==> src/rtl/mask_xfer_seq.sv <==
module mask_xfer_seq #(
  parameter int NREG   = 64,
  parameter int AW     = 32,
  parameter int DW     = 64,
  parameter int WBYTES = 8,
  localparam int IW    = $clog2(NREG)
) (
  input  logic            clk,
  input  logic            rst_n,
  input  logic            start,
  input  logic            is_store,
  input  logic [NREG-1:0] mask,
  input  logic [AW-1:0]   base_addr,
  output logic            busy,
  output logic            done,
  output logic            mem_req,
  output logic            mem_we,
  output logic [AW-1:0]   mem_addr,
  output logic [DW-1:0]   mem_wdata,
  input  logic            mem_ack,
  input  logic [DW-1:0]   mem_rdata,
  output logic [IW-1:0]   rf_raddr,
  input  logic [DW-1:0]   rf_rdata,
  output logic            rf_we,
  output logic [IW-1:0]   rf_waddr,
  output logic [DW-1:0]   rf_wdata
);

  logic            busy_q;
  logic            st_q;
  logic [NREG-1:0] pend;
  logic [AW-1:0]   addr_q;
  logic [IW-1:0]   idx;
  logic            have;

  always_comb begin
    idx = '0;
    for (int i = NREG - 1; i >= 0; i--)
      if (pend[i]) idx = IW'(i);
  end

  assign have      = |pend;
  assign busy      = busy_q;
  assign done      = busy_q && !have;
  assign mem_req   = busy_q && have;
  assign mem_we    = st_q;
  assign mem_addr  = addr_q;
  assign mem_wdata = rf_rdata;
  assign rf_raddr  = idx;
  assign rf_we     = mem_req && mem_ack && !st_q;
  assign rf_waddr  = idx;
  assign rf_wdata  = mem_rdata;

  always_ff @(posedge clk) begin
    if (!rst_n) begin
      busy_q <= 1'b0;
      st_q   <= 1'b0;
      pend   <= '0;
      addr_q <= '0;
    end else if (!busy_q) begin
      if (start) begin
        busy_q <= 1'b1;
        st_q   <= is_store;
        pend   <= mask;
        addr_q <= base_addr;
      end
    end else if (!have) begin
      busy_q <= 1'b0;
    end else if (mem_ack) begin
      pend[idx] <= 1'b0;
      addr_q    <= addr_q + AW'(WBYTES);
    end
  end


  hold_req_chk: assert property (@(posedge clk) disable iff (!rst_n)
    mem_req && !mem_ack |=> mem_req && $stable(mem_addr) && $stable(rf_raddr) && $stable(mem_we));


  addr_step_chk: assert property (@(posedge clk) disable iff (!rst_n)
    mem_req && mem_ack |=> mem_addr == $past(mem_addr) + AW'(WBYTES));


  order_up_chk: assert property (@(posedge clk) disable iff (!rst_n)
    mem_req && mem_ack |=> !mem_req || (rf_raddr > $past(rf_raddr)));


  rf_write_chk: assert property (@(posedge clk) disable iff (!rst_n)
    rf_we |-> mem_req && mem_ack && !mem_we);


  done_pulse_chk: assert property (@(posedge clk) disable iff (!rst_n)
    done |=> !done && !busy);


  dir_hold_chk: assert property (@(posedge clk) disable iff (!rst_n)
    busy |=> $stable(mem_we));

endmodule

==> config.mk <==
export PLATFORM = sky130hd
export DESIGN_NAME = mask_xfer_seq
export DESIGN_NICKNAME = d
export VERILOG_FILES = /design/src/rtl/mask_xfer_seq.sv
export SDC_FILE = /design/constraint.sdc
export NUM_CORES = 1
export LEC_CHECK = 0
export ABC_AREA = 1
export ABC_CLOCK_PERIOD_IN_PS = 6900
export BUFFER_PORTS_ARGS = -buffer_cell sky130_fd_sc_hd__buf_4
export CORE_AREA = 3 3 155 157
export CTS_BUF_LIST = sky130_fd_sc_hd__clkbuf_4 sky130_fd_sc_hd__clkbuf_8
export DETAILED_ROUTE_END_ITERATION = 12
export DIE_AREA = 0 0 158 160
export SLEW_MARGIN = 20
export SYNTH_ARGS = -nofsm -noshare
export SYNTH_HDL_FRONTEND = slang
export SYNTH_SLANG_ARGS = --single-unit
==> constraint.sdc <==
create_clock -name clk -period 6.9 [get_ports clk]
set_input_delay 1.035 -clock clk [delete_from_list [all_inputs] [get_ports clk]]
set_output_delay 1.035 -clock clk [all_outputs]
set_load 0.02 [all_outputs]
==> results.rst <==
.. list-table::
   :header-rows: 1

   * - Metric
     - Value
   * - Number of primary I/O pins
     - 406
   * - Slew headroom
     - 0.3391
   * - Final Hold Fails
     - 0
   * - Power density over cell area
     - 204.9 mW/mm2
   * - Register area share after synthesis
     - 0.2574
   * - Post-synthesis area per instance
     - 6.088 um2
   * - Synth Area in Adders
     - 0.001641
   * - Clock tree from TritonCTS
     - built
   * - Combinational power share
     - 0.356
   * - Dominant cell type by area after synthesis
     - dfxtp_1
   * - Hold Crit Class
     - flop to flop
   * - Aggregate global routing overflow
     - 0
   * - Fraction of power consumed by sequential logic
     - 0.417
   * - Clock-pin slew on the worst setup and hold paths
     - 0.12 ns
   * - Flop-to-flop setup slack
     - 2.51 ns
   * - Destination of the worst register-to-register timing path
     - pend[42]
   * - Required time reported for the critical path endpoint
     - 5.86 ns
   * - Sum of negative setup slack
     - 0 ns
   * - Status
     - finished, final reports clean
   * - Hold_sp
     - mem_addr[31]
   * - Most repeated library cell on the critical path
     - nand2_1
   * - Arrival time at the worst endpoint
     - 4.65 ns
   * - Slowest stage cell on the critical path
     - dfxtp_1
   * - Crit-path max cell delay
     - 0.39 ns
   * - Number of I/O port buffers
     - 149
   * - Parity-gate share of the synthesized area counting xor and xnor cells
     - 0.01724
   * - Endpoint kind of the worst setup timing path
     - output port
   * - NetSw
     - 0.0006833 W
   * - Post-Synthesis Net Count
     - 1482
   * - Worst Path Max Fanout
     - 33
   * - Filler cells
     - 2483
   * - Clk Latency, worst-skew pair
     - 0.40 ns
   * - Flops & latches, synth
     - 98
   * - Mapped Cells
     - 1252
   * - Total via count in the routed design
     - 7305
   * - Post-cts repair resize count
     - 0
   * - Post-synthesis instance area
     - 0.007622 mm2
   * - Number of antenna violations at the first check in global routing
     - 0
   * - Maximum VDD drop
     - 0.1278 mV
   * - Fraction of synthesized cell area taken by the top area cell type
     - 0.2574
   * - Die boundary width
     - 158 um
   * - Worst Skew
     - 0.02696 ns
   * - Core Rows
     - 55
   * - Vertical die dimension
     - 160 um
   * - Area growth from synthesis to layout
     - 5.745%
   * - Proportion of power drawn by the clock network
     - 0.228
   * - Die Outline Area
     - 0.02528 mm2
   * - Path depth of the worst reg2reg path
     - 67
   * - Number of buffer and inverter stages on the critical path
     - 2
   * - Count of warnings emitted by yosys
     - 0
   * - # placed instances
     - 1497
   * - Total DRC errors in the routed layout
     - 0
   * - Share of the clock period used by the worst path
     - 0.8238
   * - Cell types with the largest area share after synthesis
     - dfxtp_1, nand2_1, buf_4
   * - Largest family of logic cells by synthesized area
     - simple AND/OR/NAND/NOR gates
   * - Startpoint of the worst register-to-register path
     - pend[62]
   * - Time the worst path needs with I/O delays and setup
     - 5.684 ns
   * - Total placed instance area
     - 0.007879 mm2
   * - Most common cell after layout, fill and taps aside
     - nand2_1
   * - Type of origin of the critical path
     - flop
   * - Total detailed-routing wirelength
     - 22030 um
   * - Compound-gate portion of the synthesized area
     - 0.2022
   * - Count of H-tree levels built during CTS
     - 3
   * - Max cap viols
     - 0
   * - Setup repair after global routing missed its margin
     - no
   * - Avg Vias per Cell
     - 4.828
   * - Detailed-routing iteration count for the pre-antenna-repair pass
     - 5
   * - Core area
     - 0.02264 mm2
   * - Setup Viol. Count Final
     - 0
   * - TritonCTS buffer count
     - 9
   * - Number of buffers inserted to repair setup after CTS
     - 0
   * - Final cell count without fillers
     - 1513
   * - Internal power summed over all cells
     - 0.0009685 W
   * - Most used cells in the layout excluding fill and tap cells
     - nand2_1, inv_1, buf_4
   * - Number of nets with antenna violations after routing
     - 0
   * - Post-synthesis share of cell area spent on and, or, nand and nor gates
     - 0.2674
   * - Worst-case clock buffer depth
     - 2
   * - First-pass GRT wire length
     - 34560 um
   * - Number of design-rule violations left by the first detailed-router iteration
     - 323
   * - Hold bufs inserted after CTS
     - 0
   * - Largest net degree at the start of global routing
     - 98
   * - Worst Hold Path EP
     - mem_addr[31]
   * - Final-report max-slew violation count
     - 0
   * - Effective utilization at floorplan
     - 0.3367
   * - Pleak
     - 3.839 nW
   * - Multiplexer share of the synthesized area
     - 0
   * - Net total in the final layout
     - 1453
   * - Count of distinct cell types in the synthesized netlist
     - 34
   * - Max frequency
     - 0.1759 GHz
   * - Weighted congestion reported at the end of routability-driven placement
     - 0.8254
   * - WHS Path Cells
     - 2
   * - Actual transition at the worst max-transition pin
     - 0.9913 ns
   * - Root buffer selected by CTS
     - clkbuf_8
   * - Routed wirelength normalized by instance count
     - 14.56 um
   * - Number of clock sinks seen by CTS
     - 98
   * - Total non-filler cell area in the finished layout
     - 0.008060 mm2
   * - Half-perimeter wire length after detailed placement
     - 15290 um
   * - Switching share of power
     - 0.4137
   * - Crit path kind
     - flop to output port
   * - Family of cells with the greatest summed delay on the critical path
     - simple AND/OR/NAND/NOR gates
   * - Vias in the first global route
     - 6654
   * - Fraction of final layout cells sized beyond drive strength 1
     - 0.1735
   * - Number of diodes
     - 0
   * - Total global-route track usage
     - 0.1687
## tightest hold or removal path: stages, from the launching register on
cell     delay, ns
dfxtp_1       0.34
nand2_1       0.06
a21oi_1       0.06
## area by class of cell
| class | count | area [um2] | share of cell area |
|---|---|---|---|
| flip-flops and latches | 98 | 1963 | 0.2436 |
| well taps | 285 | 356.6 | 0.04424 |
| inverters | 174 | 654.4 | 0.08119 |
| multi-input cells | 783 | 3726 | 0.4623 |
| clock buffers | 9 | 123.9 | 0.01537 |
| clock inverters | 7 | 57.56 | 0.007141 |
| repair buffers | 157 | 1179 | 0.1462 |
## power by group through the flow
stage	Sequential, W	Combinational, W	Clock (W)
3_5_place_dp	0.000699	0.000588	0
3_3_place_gp	0.000698	0.000583	0
6_report	0.000688	0.000587	0.000376
2_1_floorplan	0.000701	0.000509	0
5_1_grt	0.000698	0.000660	0.000412
4_1_cts	0.000687	0.000590	0.000394
## metrics by stage
step	utilization	setup slack (ns)	hold slack (ns)	power, W
6_report	0.3560	1.216	0.4953	0.001652
5_1_grt	0.3560	0.5394	0.5259	0.001770
4_1_cts	0.3560	1.208	0.4976	0.001671
3_5_place_dp	0.3480	1.665	0.4776	0.001288
3_3_place_gp	0.3480	1.689	0.4751	0.001281
2_1_floorplan	-	2.308	0.5163	0.001210
## registers in the layout, summed over array words and instances (netlist names)
name,cells
busy,1
mem_we,1
pend,64
mem_addr,32
## cells by family (layout without fill, tap and decap cells)
| group | Yosys count | count (layout) |
|---|---|---|
| AO/OA/AOI/OAI | 276 | 276 |
| AND/OR/NAND/NOR | 491 | 491 |
| adder cells (fa/ha/maj) | 1 | 1 |
| buffers and inverters | 371 | 347 |
| XOR/XNOR | 15 | 15 |
| flip-flops | 98 | 98 |
## metal layers
metal | track usage | wire [um]
met1 | 0.2180 | 9675
met2 | 0.2641 | 9957
met3 | 0.05230 | 1764
met4 | 0.06179 | 637
met5 | 0 | 0
## worst max-delay path by stage
stage	cells past startpoint	from	endpoint	slack, ns
CTS	65	pend[63]	rf_raddr[0]	1.21
floorplan	66	pend[61]	rf_waddr[0]	2.31
global placement	66	pend[62]	rf_waddr[0]	1.69
global route	66	pend[62]	rf_raddr[0]	0.54
detailed placement	65	pend[63]	rf_raddr[0]	1.67
finish	65	pend[63]	rf_raddr[0]	1.22
## cell usage after synthesis
library cell / instances
nand2_1: 281
inv_1: 171
buf_4: 135
a21oi_1: 124
nor2_1: 107
o21ai_0: 104
dfxtp_1: 98
clkbuf_1: 54
nand3_1: 49
nand4_1: 35
a21oi_2: 29
xor2_1: 11
nor3_1: 10
a31oi_1: 6
buf_6: 5
a221oi_1: 4
xnor2_1: 4
buf_1: 3
nor4_1: 3
a211oi_1: 2
clkinv_1: 2
nand2_4: 2
or2_2: 2
a311oi_1: 1
ha_1: 1
inv_2: 1
nand2_2: 1
nor3b_1: 1
o211ai_1: 1
o21a_1: 1
o21bai_1: 1
o221a_2: 1
o221ai_1: 1
o31ai_1: 1
Note: power is estimated with default switching activity, not from simulation.
